==> src/rtl/xlat_pkg.sv <==
package xlat_pkg;
  // Register byte offsets (decoded by software, so the positions are fixed)
  localparam logic [7:0] OFF_DIR_BASE = 8'h00;
  localparam logic [7:0] OFF_STATUS   = 8'h04;
  localparam logic [7:0] OFF_COMMAND  = 8'h08;
  localparam logic [7:0] OFF_FLT_ADDR = 8'h0C;
  localparam logic [7:0] OFF_INV_ONE  = 8'h10;
  localparam logic [7:0] OFF_IRQ_RAW  = 8'h14;
  localparam logic [7:0] OFF_IRQ_CLR  = 8'h18;
  localparam logic [7:0] OFF_IRQ_MASK = 8'h1C;
  localparam logic [7:0] OFF_IRQ_STAT = 8'h20;
  localparam logic [7:0] OFF_GATING   = 8'h24;

  localparam int CMD_W = 3;

  typedef enum logic [CMD_W-1:0] {
    OP_XLAT_ON   = 3'd0,
    OP_XLAT_OFF  = 3'd1,
    OP_HOLD_ON   = 3'd2,
    OP_HOLD_OFF  = 3'd3,
    OP_FLUSH_ALL = 3'd4,
    OP_FLT_DONE  = 3'd5,
    OP_WIPE      = 3'd6
  } op_e;
endpackage

==> src/rtl/xlat_mode_fsm.sv <==
module xlat_mode_fsm
  import xlat_pkg::*;
(
  input  logic             clk,
  input  logic             rst_n,
  input  logic             op_valid,
  input  logic [CMD_W-1:0] op_code,
  input  logic             wipe,
  input  logic             flt_take,
  input  logic             flt_wr_in,
  output logic             xlat_on,
  output logic             hold_on,
  output logic             flt_pend,
  output logic             flt_wr,
  output logic             release_p,
  output logic             flush_p
);
  always_ff @(posedge clk or negedge rst_n) begin
    if (!rst_n) begin
      xlat_on   <= 1'b0;
      hold_on   <= 1'b0;
      flt_pend  <= 1'b0;
      flt_wr    <= 1'b0;
      release_p <= 1'b0;
      flush_p   <= 1'b0;
    end else if (wipe) begin
      xlat_on   <= 1'b0;
      hold_on   <= 1'b0;
      flt_pend  <= 1'b0;
      flt_wr    <= 1'b0;
      release_p <= 1'b0;
      flush_p   <= 1'b0;
    end else begin
      release_p <= 1'b0;
      flush_p   <= 1'b0;
      if (flt_take) begin
        flt_pend <= 1'b1;
        flt_wr   <= flt_wr_in;
      end
      if (op_valid) begin
        case (op_code)
          OP_XLAT_ON:   xlat_on <= 1'b1;
          OP_XLAT_OFF: begin
            xlat_on <= 1'b0;
            hold_on <= 1'b0;
          end
          OP_HOLD_ON:   if (xlat_on) hold_on <= 1'b1;
          OP_HOLD_OFF:  hold_on <= 1'b0;
          OP_FLUSH_ALL: flush_p <= 1'b1;
          OP_FLT_DONE: begin
            flt_pend  <= 1'b0;
            flt_wr    <= 1'b0;
            release_p <= 1'b1;
          end
          default: ;
        endcase
      end
    end
  end
endmodule

==> src/rtl/xlat_irq_bank.sv <==
module xlat_irq_bank #(
  parameter int SRC_N = 2
) (
  input  logic             clk,
  input  logic             rst_n,
  input  logic             wipe,
  input  logic [SRC_N-1:0] evt,
  input  logic             clr_we,
  input  logic [SRC_N-1:0] clr_bits,
  input  logic             msk_we,
  input  logic [SRC_N-1:0] msk_bits,
  output logic [SRC_N-1:0] raw,
  output logic [SRC_N-1:0] msk,
  output logic [SRC_N-1:0] hit,
  output logic             irq
);
  logic [SRC_N-1:0] raw_nx;

  always_comb begin
    raw_nx = raw;
    if (clr_we) raw_nx = raw_nx & ~clr_bits;
    raw_nx = raw_nx | evt;   // fresh events outrank a clear
  end

  always_ff @(posedge clk or negedge rst_n) begin
    if (!rst_n) begin
      raw <= '0;
      msk <= '0;
    end else if (wipe) begin
      raw <= '0;
      msk <= '0;
    end else begin
      raw <= raw_nx;
      if (msk_we) msk <= msk_bits;
    end
  end

  assign hit = raw & msk;
  assign irq = |hit;
endmodule

==> src/rtl/xlat_ctrl_regs.sv <==
module xlat_ctrl_regs
  import xlat_pkg::*;
#(
  parameter int ADDR_W     = 8,
  parameter int DATA_W     = 32,
  parameter int PAGE_SHIFT = 12,
  parameter int SRC_N      = 2
) (
  input  logic              clk,
  input  logic              rst_n,
  input  logic              reg_wr,
  input  logic              reg_rd,
  input  logic [ADDR_W-1:0] reg_addr,
  input  logic [DATA_W-1:0] reg_wdata,
  output logic [DATA_W-1:0] reg_rdata,
  output logic              reg_rvalid,
  input  logic              flt_valid,
  output logic              flt_ready,
  input  logic [DATA_W-1:0] flt_va,
  input  logic              flt_is_write,
  input  logic              bus_err,
  input  logic              walker_idle,
  input  logic              replay_empty,
  output logic              paging_en,
  output logic              stall_en,
  output logic              flt_release,
  output logic              inv_all,
  output logic              inv_one,
  output logic [DATA_W-1:0] inv_one_va,
  output logic              clk_gate_en,
  output logic              irq
);
  localparam int BASE_W = DATA_W - PAGE_SHIFT;

  logic [ADDR_W-1:0] off;
  assign off = reg_addr;

  function automatic logic at(input logic [ADDR_W-1:0] a, input logic [7:0] o);
    return a == ADDR_W'(o);
  endfunction

  logic op_valid, wipe, flt_take;
  logic flt_pend, flt_wr;
  logic [SRC_N-1:0] raw, msk, hit;

  assign op_valid = reg_wr && at(off, OFF_COMMAND) && (reg_wdata[DATA_W-1:CMD_W] == '0);
  assign wipe     = op_valid && (reg_wdata[CMD_W-1:0] == OP_WIPE);
  assign flt_ready = paging_en && !flt_pend;
  assign flt_take  = flt_valid && flt_ready;

  xlat_mode_fsm u_fsm (
    .clk       (clk),
    .rst_n     (rst_n),
    .op_valid  (op_valid),
    .op_code   (reg_wdata[CMD_W-1:0]),
    .wipe      (wipe),
    .flt_take  (flt_take),
    .flt_wr_in (flt_is_write),
    .xlat_on   (paging_en),
    .hold_on   (stall_en),
    .flt_pend  (flt_pend),
    .flt_wr    (flt_wr),
    .release_p (flt_release),
    .flush_p   (inv_all)
  );

  logic [SRC_N-1:0] evt;
  assign evt = SRC_N'({bus_err, flt_take});

  xlat_irq_bank #(.SRC_N(SRC_N)) u_irq (
    .clk      (clk),
    .rst_n    (rst_n),
    .wipe     (wipe),
    .evt      (evt),
    .clr_we   (reg_wr && at(off, OFF_IRQ_CLR)),
    .clr_bits (reg_wdata[SRC_N-1:0]),
    .msk_we   (reg_wr && at(off, OFF_IRQ_MASK)),
    .msk_bits (reg_wdata[SRC_N-1:0]),
    .raw      (raw),
    .msk      (msk),
    .hit      (hit),
    .irq      (irq)
  );

  // Plain storage registers
  logic [BASE_W-1:0] dir_base;
  logic [DATA_W-1:0] flt_addr;

  always_ff @(posedge clk or negedge rst_n) begin
    if (!rst_n) begin
      dir_base    <= '0;
      flt_addr    <= '0;
      clk_gate_en <= 1'b0;
      inv_one     <= 1'b0;
      inv_one_va  <= '0;
    end else if (wipe) begin
      dir_base    <= '0;
      flt_addr    <= '0;
      clk_gate_en <= 1'b0;
      inv_one     <= 1'b0;
    end else begin
      inv_one <= 1'b0;
      if (reg_wr && at(off, OFF_DIR_BASE)) dir_base <= reg_wdata[DATA_W-1:PAGE_SHIFT];
      if (reg_wr && at(off, OFF_GATING))   clk_gate_en <= reg_wdata[0];
      if (reg_wr && at(off, OFF_INV_ONE)) begin
        inv_one    <= 1'b1;
        inv_one_va <= reg_wdata;
      end
      if (flt_take) flt_addr <= flt_va;
    end
  end

  // Status word assembly
  logic [DATA_W-1:0] status_w;
  always_comb begin
    status_w           = '0;
    status_w[0]        = paging_en;
    status_w[1]        = flt_pend;
    status_w[2]        = stall_en;
    status_w[3]        = walker_idle;
    status_w[4]        = replay_empty;
    status_w[5]        = flt_wr;
    status_w[DATA_W-1] = !stall_en;
  end

  logic [DATA_W-1:0] rd_mux;
  always_comb begin
    rd_mux = '0;
    if (at(off, OFF_DIR_BASE))      rd_mux = {dir_base, {PAGE_SHIFT{1'b0}}};
    else if (at(off, OFF_STATUS))   rd_mux = status_w;
    else if (at(off, OFF_FLT_ADDR)) rd_mux = flt_addr;
    else if (at(off, OFF_IRQ_RAW))  rd_mux = DATA_W'(raw);
    else if (at(off, OFF_IRQ_MASK)) rd_mux = DATA_W'(msk);
    else if (at(off, OFF_IRQ_STAT)) rd_mux = DATA_W'(hit);
    else if (at(off, OFF_GATING))   rd_mux = DATA_W'(clk_gate_en);
  end

  always_ff @(posedge clk or negedge rst_n) begin
    if (!rst_n) begin
      reg_rvalid <= 1'b0;
      reg_rdata  <= '0;
    end else begin
      reg_rvalid <= reg_rd;
      if (reg_rd) reg_rdata <= rd_mux;
    end
  end
endmodule

==> config.mk <==
export PLATFORM = sky130hd
export DESIGN_NAME = xlat_ctrl_regs
export DESIGN_NICKNAME = d
export VERILOG_FILES = /design/src/rtl/xlat_pkg.sv /design/src/rtl/xlat_mode_fsm.sv /design/src/rtl/xlat_irq_bank.sv /design/src/rtl/xlat_ctrl_regs.sv
export SDC_FILE = /design/constraint.sdc
export NUM_CORES = 1
export LEC_CHECK = 0
export ABC_AREA = 1
export BUFFER_PORTS_ARGS = -buffer_cell sky130_fd_sc_hd__buf_2
export CAP_MARGIN = 15
export CORE_MARGIN = 5
export CORE_UTILIZATION = 41
export DETAILED_ROUTE_END_ITERATION = 10
export SETUP_SLACK_MARGIN = 0.5
export SLEW_MARGIN = 30
export SYNTH_ARGS = -nofsm -noshare
export SYNTH_HDL_FRONTEND = slang
export SYNTH_SLANG_ARGS = --single-unit
==> constraint.sdc <==
create_clock -name clk -period 3.9 [get_ports clk]
set_clock_uncertainty 0.2 [all_clocks]
set_input_delay 0.585 -clock clk [delete_from_list [all_inputs] [get_ports clk]]
set_output_delay 0.585 -clock clk [all_outputs]
set_load 0.1 [all_outputs]
# Word-level counts from Yosys, hierarchy flattened
# Index checks and enable logic that the tools add are counted.
# word_totals
ff_bits	129
latchBits	0
ram_bits	0
mem_bits_ro	0
in_bits	81
out_inout_bits	73
word_cells	103
memories	0
# op_classes
addsub	0
mul	0
n_div	0
order_cmp	0
eq_ne	16
n_shift	0
mux	40
n_bitwise	5
reduce_logical	27
# op_table
cell	n
$mux 32	5
$mux 20	2
$eq 8x5->1 const B	4
$logic_not 29->1	1
$mux 1	24
$eq 8x4->1 const B	2
$eq 8x6->1 const B	2
$mux 2	7
$logic_and 1x1->1	10
$reduce_bool 2->1	5
$eq 3x3->1 const B	3
$eq 8x3->1 const B	1
$logic_not 8->1	1
$eq 3x2->1 const B	2
$reduce_bool 3->1	2
$and 2x2->2	2
$pmux 1 s2	2
$reduce_and 2->1	2
$reduce_or 2->1	2
$eq 3x1->1 const B	1
$logic_not 3->1	1
$ne 3x1->1 const B	1
$reduce_and 3->1	1
$logic_not 1->1	2
3 further kinds	3

# Depth between registers and ports, before layout
# Gate-level depths: netlist (run 1).
# logic_depth
depth_word	8
ltp_mapped	11
ltp_nobuf	10

# By module
# A second synthesis (run 1) with hierarchy kept.
# unflattened
hier_cells	723
area_unflattened_um2	5962.0
# by_module_without_submodules
module	instances	cells_per_inst	area_each_um2	seq_area_each_um2
xlat_ctrl_regs	1	661	5495.3	2977.9
xlat_mode_fsm	1	37	279.0	150.1
xlat_irq_bank	1	25	187.7	100.1

# Worst setup path after synthesis (run 1)
# OpenSTA, ideal clock, no wires.
# synth_timing
path_type	register to register
startpoint	register u_fsm.xlat_on
endpoint	register flt_addr[10]
setup_ps	113
arrival_ps	3346
t_required_ps	3587
slack_ps	241
stages_incl_launch_ff	8
path_buffers	1
synth_period_minus_slack_ps	3659
cell_sequence	dfrtp_1 -> inv_1 -> nor2_1 -> nand2_2 -> buf_2 -> mux2_2 -> nand2_1 -> inv_1
# synth_via
elab_chain_cells	3
# synth_lines
element	line	source
from (decl)	xlat_mode_fsm.sv:11	output logic xlat_on,
from (signal assigned)	xlat_mode_fsm.sv:20	xlat_on <= 1'b0;
from (signal assigned)	xlat_mode_fsm.sv:27	xlat_on <= 1'b0;
from (signal assigned)	xlat_mode_fsm.sv:42	OP_XLAT_ON: xlat_on <= 1'b1;
$logic_and 1x1->1	xlat_ctrl_regs.sv:48	assign flt_ready = paging_en && !flt_pend;
named net flt_ready	xlat_ctrl_regs.sv:18	output logic flt_ready,
$logic_and 1x1->1	xlat_ctrl_regs.sv:49	assign flt_take = flt_valid && flt_ready;
$reduce_bool 2->1 (no line)	--	
to (signal assigned)	xlat_ctrl_regs.sv:109	if (flt_take) flt_addr <= flt_va;
to (decl)	xlat_ctrl_regs.sv:87	logic [DATA_W-1:0] flt_addr;
# The timed path passes the listed nets, and every way through them passes these cells.
# A chain may end at the register's enable or synchronous reset.

# Worst setup path in the final report (run 1)
# layout_timing
startpoint	register u_fsm.xlat_on
endpoint	output flt_ready
# layout_via
elab_chain_cells	1
# layout_lines
element	line
$logic_and 1x1->1	xlat_ctrl_regs.sv:48
to (decl)	xlat_ctrl_regs.sv:18
# Every way passes these cells.

==> key figures, run 1 <==
Critical path
  • R2r startpoint: u_fsm.xlat_on
  • CP max FO: 5
  • Crit path DAT: 1.54 ns
  • WS Path Type: flop to output pin
  • CP max stage cell: buf_2
  • Critical Path, Cell by Cell: inv_1 -> nor2_2 -> buf_2
  • Req. time, crit path: 3.12 ns
  • Crit path from: u_fsm.xlat_on
  • Crit-path max cell delay: 0.45 ns
  • Internal reg-to-reg setup slack: 1.76 ns
  • CP Launch Type: flop
  • Critical Path End Type: output pin

Yosys
  • #FFs+latches synth: 129
  • Syn avg cell area: 8.31 um2
  • Ranking of synthesized cells by area: dfrtp_1 54%, nand2_1 16%, mux2_2 6.0%, inv_1 5.5%, nor2_1 4.0%
  • Net count after synthesis: 800
  • Synthesized area: 5970 um2
  • Asr flop ratio synth: 100%
  • Cell with the most instances after synthesis: nand2_1
  • Synth Flop Type: dfrtp_1
  • Synth cell types: 31
  • Number of flops mapped to enable cells by yosys: 0
  • Synth warnings: 0
  • Cell taking the most area after synthesis: dfrtp_1
  • Sequential share of the synthesized area: 54.0%
  • Synth Instances: 719
  • Most common library cells after synthesis: 254 x nand2_1, 129 x dfrtp_1, 88 x inv_1, 63 x nor2_1, 47 x a21oi_1
  • Synth top area share: 54.0%

Drt
  • Routed via count: 4974
  • Router iterations before antenna repair: 4
  • Detailed Route Iter0 Violations: 214
  • DRT antenna net count: 0
  • Via density: 4.68
  • DR WL/cell: 14.6 um
  • DRT Wirelength: 15.5 mm
  • # DRC: 0

Timing
  • Setup_tns: 0 ns
  • Slew HR: 40.2%
  • Fin crit period: 2.32 ns
  • Crit share post-route: 59.6%
  • Final hold vios: 0
  • Worst Tran Pin Value: 0.894 ns
  • RSZ-0062 raised after global routing: no
  • Worst Hold Slack: 0.0189 ns
  • Fmax: 430 MHz
  • Slew Limit Fails: 0
  • Final setup viols: 0

Floorplanning
  • Starting density of the core: 41.4%
  • Core area: 14400 um2
  • Die span in y: 131 um
  • Full die area: 17100 um2
  • Die width: 131 um
  • I/O pin cnt: 154
  • Row count: 44

Placed design
  • Final HPWL DP: 10.8 mm
  • GPL Wtd Cong: 0.805
  • PortBufs: 153
  • Placed Area: 6850 um2

Power and ir drop
  • Static leakage: 4.42 nW
  • Power after layout: 3.35 mW
  • Peak supply drop: 0.257 mV
  • Power Density: 454 nW/um2

Job
  • Max Cap Viol: 0

Global routing
  • Largest net degree at the start of global routing: 83
  • Global-route wire length before repair: 25.2 mm
  • Gr ovfl total: 0
  • GRT Resource Usage Total: 19.0%
  • Initial antenna violation count: 0
  • Vias in the first global route: 5063

Clocking
  • Insertion delay to the later sink of the worst-skew pair: 0.42 ns
  • Post-CTS Resized: 0
  • H-tree depth: 4
  • CTS tree: built
  • Cts hold-fix bufs: 0
  • Number of setup buffers added after CTS: 0
  • Total CTS buffers: 17
  • Clock sink count: 129
  • Clock Pin Slew Worst Setup and Hold Paths: 0.05 ns
  • Clk root buf: clkbuf_16
  • Max Buffers Root-to-Sink: 2

Min path
  • Hold Path Class: primary input to asynchronous set/reset pin

Final layout
  • Inserted Diodes: 0
  • Fin util: 51.2%
  • Layout cells sized above 1: 26.4%
  • Design area: 7380 um2
  • # fillers: 1430
  • Nets: 949
  • Area grow syn2layout: 23.5%

Status
  • Outcome: finished, final reports clean
## critical path: cells and delay by family (launching register included)
family / cells / cell delay (ns)
flip-flops: 1 / 0.43
AND/OR/NAND/NOR: 1 / 0.14
buffers and inverters: 2 / 0.56
## kinds of logic (layout without fill, tap and decap cells)
logic type	count (synthesis)	in the layout	share of synthesized area [%]
buffers and inverters	121	281	8.75
AND/OR/NAND/NOR	352	352	23.7
multiplexers	33	33	6.20
AO/OA/AOI/OAI	84	84	7.27
flip-flops	129	129	54.0
## placed cells by master (no fill, tap or decap), drive strengths merged
master      n
nand3b      1
o211ai      1
nor3        2
clkbuf     23
mux2i       1
buf       158
a21oi      47
dfrtp     129
inv        93
o21ai      31
a21o        2
clkinv      4
o21a        1
o21bai      1
nand4       4
mux2       32
nand2     256
a31oi       1
nor3b       2
nor2       69
bufinv      2
nand3      18
clkinvlp    1
## power breakdown
group	switching, mW	internal (mW)	total [mW]	leakage, nW
Sequential	0.0240	1.38	1.41	1.74
Combinational	0.372	0.0857	0.458	2.42
Clock	0.557	0.927	1.48	0.261
Total	0.953	2.40	3.35	4.42
## cell type report
type                       count  area, um2  area share [%]
sequential                   129       3230            43.7
multi-input combinational    469       2230            30.2
timing repair buffer         158        810            11.0
clock buffer                  23        448            6.07
inverter                      93        349            4.73
tap                          184        230            3.12
clock inverter                 7       87.6            1.19
## metrics by stage
step	setup WS, ns	instances
6_report	1.58	1063
5_1_grt	1.53	1063
4_1_cts	1.57	1063
3_5_place_dp	1.42	1033
3_3_place_gp	1.44	1033
2_1_floorplan	0.771	719
## metal layers
layer	vias to the layer above	global-route usage [%]	share of wire, %
met4	0	7.26	2.1
li1	2516	-	-
met5	-	0	0
met1	2323	24.7	45
met2	111	31.2	48
met3	24	4.27	5.1
## flip-flops by register name (all words and copies together), names as in the netlist, 2 cells and up
| register | cells |
|---|---|
| reg_rdata | 32 |
| u_irq.msk | 2 |
| u_irq.raw | 2 |
| inv_one_va | 32 |
| dir_base | 20 |
| flt_addr | 32 |
## path summary, 6_finish.rpt
| path | to | depth (start not counted) |
|---|---|---|
| max in group asynchronous | inv_one_va[9] | 2 |
| min in group clk | u_fsm.flush_p | 2 |
| max reg2reg | flt_addr[25] | 6 |
| min reg2reg | inv_one_va[20] | 2 |
| min | inv_one | 1 |
| max | flt_ready | 3 |
(Power assumes the default switching activity.)
==> run 2, diff against run 1 <==
--- a/config.mk
+++ b/config.mk
@@ -11,6 +11,7 @@
 export CORE_MARGIN = 5
 export CORE_UTILIZATION = 41
 export DETAILED_ROUTE_END_ITERATION = 10
+export PLACE_DENSITY = 0.67
 export SETUP_SLACK_MARGIN = 0.5
 export SLEW_MARGIN = 30
 export SYNTH_ARGS = -nofsm -noshare
==> constraint.sdc (replaced) <==
create_clock -name clk -period 2.05 [get_ports clk]
set_clock_uncertainty 0.2 [all_clocks]
set_input_delay 0.3075 -clock clk [delete_from_list [all_inputs] [get_ports clk]]
set_output_delay 0.3075 -clock clk [all_outputs]
set_load 0.1 [all_outputs]
==> run 2 against run 1 <==
Clock-buffer cell count unchanged. First-iteration DRC count increased by 13%. Die area unchanged. Register-to-register slack got worse by 1.5 ns. Via count increased by 14%. Sequential cell count unchanged. Cell count increased by 9.2%. Non-clock buffer count increased by 95.
==> key figures, run 2 (synthesized netlist as in run 1, its figures left out) <==
Final layout
  • Area grow syn2layout: 60.5%
  • Leading cell type in the layout, fill and taps excluded: nand2_1
  • Largest registers: flt_addr (32), inv_one_va (32), reg_rdata (32)
  • Design area: 9590 um2 (+30%)
  • Multi-input gate area: 2400 um2 (+7.7%)
  • Final non-filler cell total: 1161 (+9.2%)
  • # fillers: 1100 (-23%)
  • Nets: 1044 (+10%)
  • Register Area: 3230 um2 (+0.19%)
  • Layout cells sized above 1: 32.6% (+6.2 points)
  • Most frequent cells in the layout: 244 x nand2_1, 126 x dfrtp_1, 84 x inv_1

Clocking
  • CTS tree: built
  • Clk root buf: clkbuf_16
  • Insertion delay to the later sink of the worst-skew pair: 0.42 ns (about the same)
  • Total CTS buffers: 17 (unchanged)
  • Clock sink count: 129 (unchanged)
  • H-tree depth: 4 (unchanged)
  • Max Buffers Root-to-Sink: 2 (unchanged)
  • Clock Pin Slew Worst Setup and Hold Paths: 0.06 ns (about the same)

Critical path
  • Req. time, crit path: 1.54 ns (-1.58 ns)
  • Critical Path End Type: output pin
  • CP Launch Type: flop
  • Critical Path, Cell by Cell: inv_4 -> nor2_4 -> buf_12
  • Worst Path Buf+Inv: 2 (unchanged)
  • CP max FO: 2 (-3)
  • Crit path DAT: 1.25 ns (-0.29 ns)
  • CP max stage cell: dfrtp_4
  • WS Path Type: flop to output pin
  • Top delay family on crit path: flip-flops
  • Crit-path max cell delay: 0.43 ns (-0.02 ns)

Floorplanning
  • Die span in y: 131 um (unchanged)
  • I/O pin cnt: 154 (unchanged)
  • Starting density of the core: 41.4% (unchanged)
  • Row count: 44 (unchanged)
  • Die width: 131 um (unchanged)
  • Full die area: 17100 um2 (unchanged)
  • Core area: 14400 um2 (unchanged)

Global routing
  • Gr ovfl total: 0 (unchanged)
  • Global-route wire length before repair: 28.8 mm (+14%)
  • Vias in the first global route: 5763 (+14%)
  • Initial antenna violation count: 1 (+1)
  • Largest net degree at the start of global routing: 45 (-46%)
  • GRT Resource Usage Total: 22.0% (+2.9 points)

Drt
  • Met2 WL: 10.2 mm (+38%)
  • Metal1 wirelength: 7.47 mm (+7.3%)
  • DRT antenna net count: 0 (unchanged)
  • DR WL/cell: 16.5 um (+13%)
  • Routed via count: 5690 (+14%)
  • Detailed Route Iter0 Violations: 242 (+13%)
  • Highest metal used: met4
  • DRT Wirelength: 19.1 mm (+23%)
  • Via density: 4.90 (+4.7%)
  • Router iterations before antenna repair: 5 (+1)
  • Met3 wire length: 943 um (+18%)
  • # DRC: 0 (unchanged)

Power and ir drop
  • Static leakage: 5.20 nW (+17%)
  • Peak supply drop: 0.581 mV (+130%)
  • Power Density: 727 nW/um2 (+60%)

Placed design
  • Placed Cells: 1043 (+0.97%)
  • Final HPWL DP: 11.4 mm (+5.9%)
  • GPL Wtd Cong: 0.814 (+1.1%)
  • Placed Area: 7040 um2 (+2.8%)
  • Pre-CTS setup slack: 0.0826 ns (-1.34 ns)
  • PortBufs: 153 (unchanged)

Timing
  • Setup ws final: 0.294 ns (-1.28 ns)
  • Setup_tns: 0 ns (unchanged)
  • Slew HR: 65.8% (+26 points)
  • Final hold vios: 0 (unchanged)
  • Crit share post-route: 85.7%
  • Fin crit period: 1.76 ns
  • Worst Tran Pin Value: 0.513 ns (-0.381 ns)
  • Slew Limit Fails: 0 (unchanged)
  • Final setup viols: 0 (unchanged)
  • RSZ-0062 raised after global routing: yes
  • Fmax: 569 MHz

Status
  • Outcome: finished, final reports clean

Job
  • Max Cap Viol: 0 (unchanged)

Min path
  • Hold Path Class: primary input to flop
==> run 2: per-stage QoR <==
stage	utilization (%)	hold slack, ns	total power, mW
global route	66.5	0.0164	7.22
detailed placement	48.8	0.0718	3.62
floorplan	-	-0.188	3.32
finish	66.5	0.0154	6.97
CTS	62.5	0.0000305	6.92
global placement	48.8	0.0717	3.61
==> run 2: what timing repair did <==
action,CTS,global route
pin swaps,3,8
gates resized for setup,200,111
endpoints found under the setup margin,101,129
setup buffers,14,15
gates cloned,2,2
hold buffers,52,0
endpoints found under the hold margin,91,0
==> run 2: final cells by class <==
type / count / share of cell area, %
diodes: 1 / 0.0261
clock buffers: 23 / 5.19
clock inverters: 9 / 1.08
inverters: 93 / 3.69
multi-input cells: 469 / 25.0
flip-flops and latches: 129 / 33.7
well taps: 184 / 2.40
repair buffers: 253 / 28.8
==> run 2: power breakdown <==
group	internal, mW	leakage (nW)	switching (mW)
logic	0.436	3.16	0.761
registers	2.63	1.74	0.0812
clock network	1.94	0.295	1.12
total	5.01	5.20	1.96
==> run 2: path summary, 6_finish.rpt <==
kind | startpoint | endpoint | slack (ns) | cells after the start
min in group asynchronous | rst_n | inv_one_va[17] | 0.18 | 2
worst min register to register | flt_addr[10] | reg_rdata[10] | 0.29 | 2
worst min-delay path | flt_va[28] | flt_addr[28] | 0.02 | 4
worst max register to register | u_fsm.xlat_on | flt_addr[27] | 0.31 | 8
worst max-delay path | u_fsm.xlat_on | flt_ready | 0.29 | 3
max in group asynchronous | rst_n | flt_addr[15] | 0.88 | 3
==> run 2: worst register-to-register path: cells and delay by family (launching register included) <==
kind | cells | cell delay, ns
DFF | 1 | 0.49
buffers and inverters | 4 | 0.37
muxes | 1 | 0.34
and+or+nand+nor | 3 | 0.23
==> run 2: per-layer routing <==
layer  vias up  track usage [%]
li1       2713                -
met1      2748             25.7
met2       185             39.3
met3        44             4.96
met4         0             8.35
met5         -                0
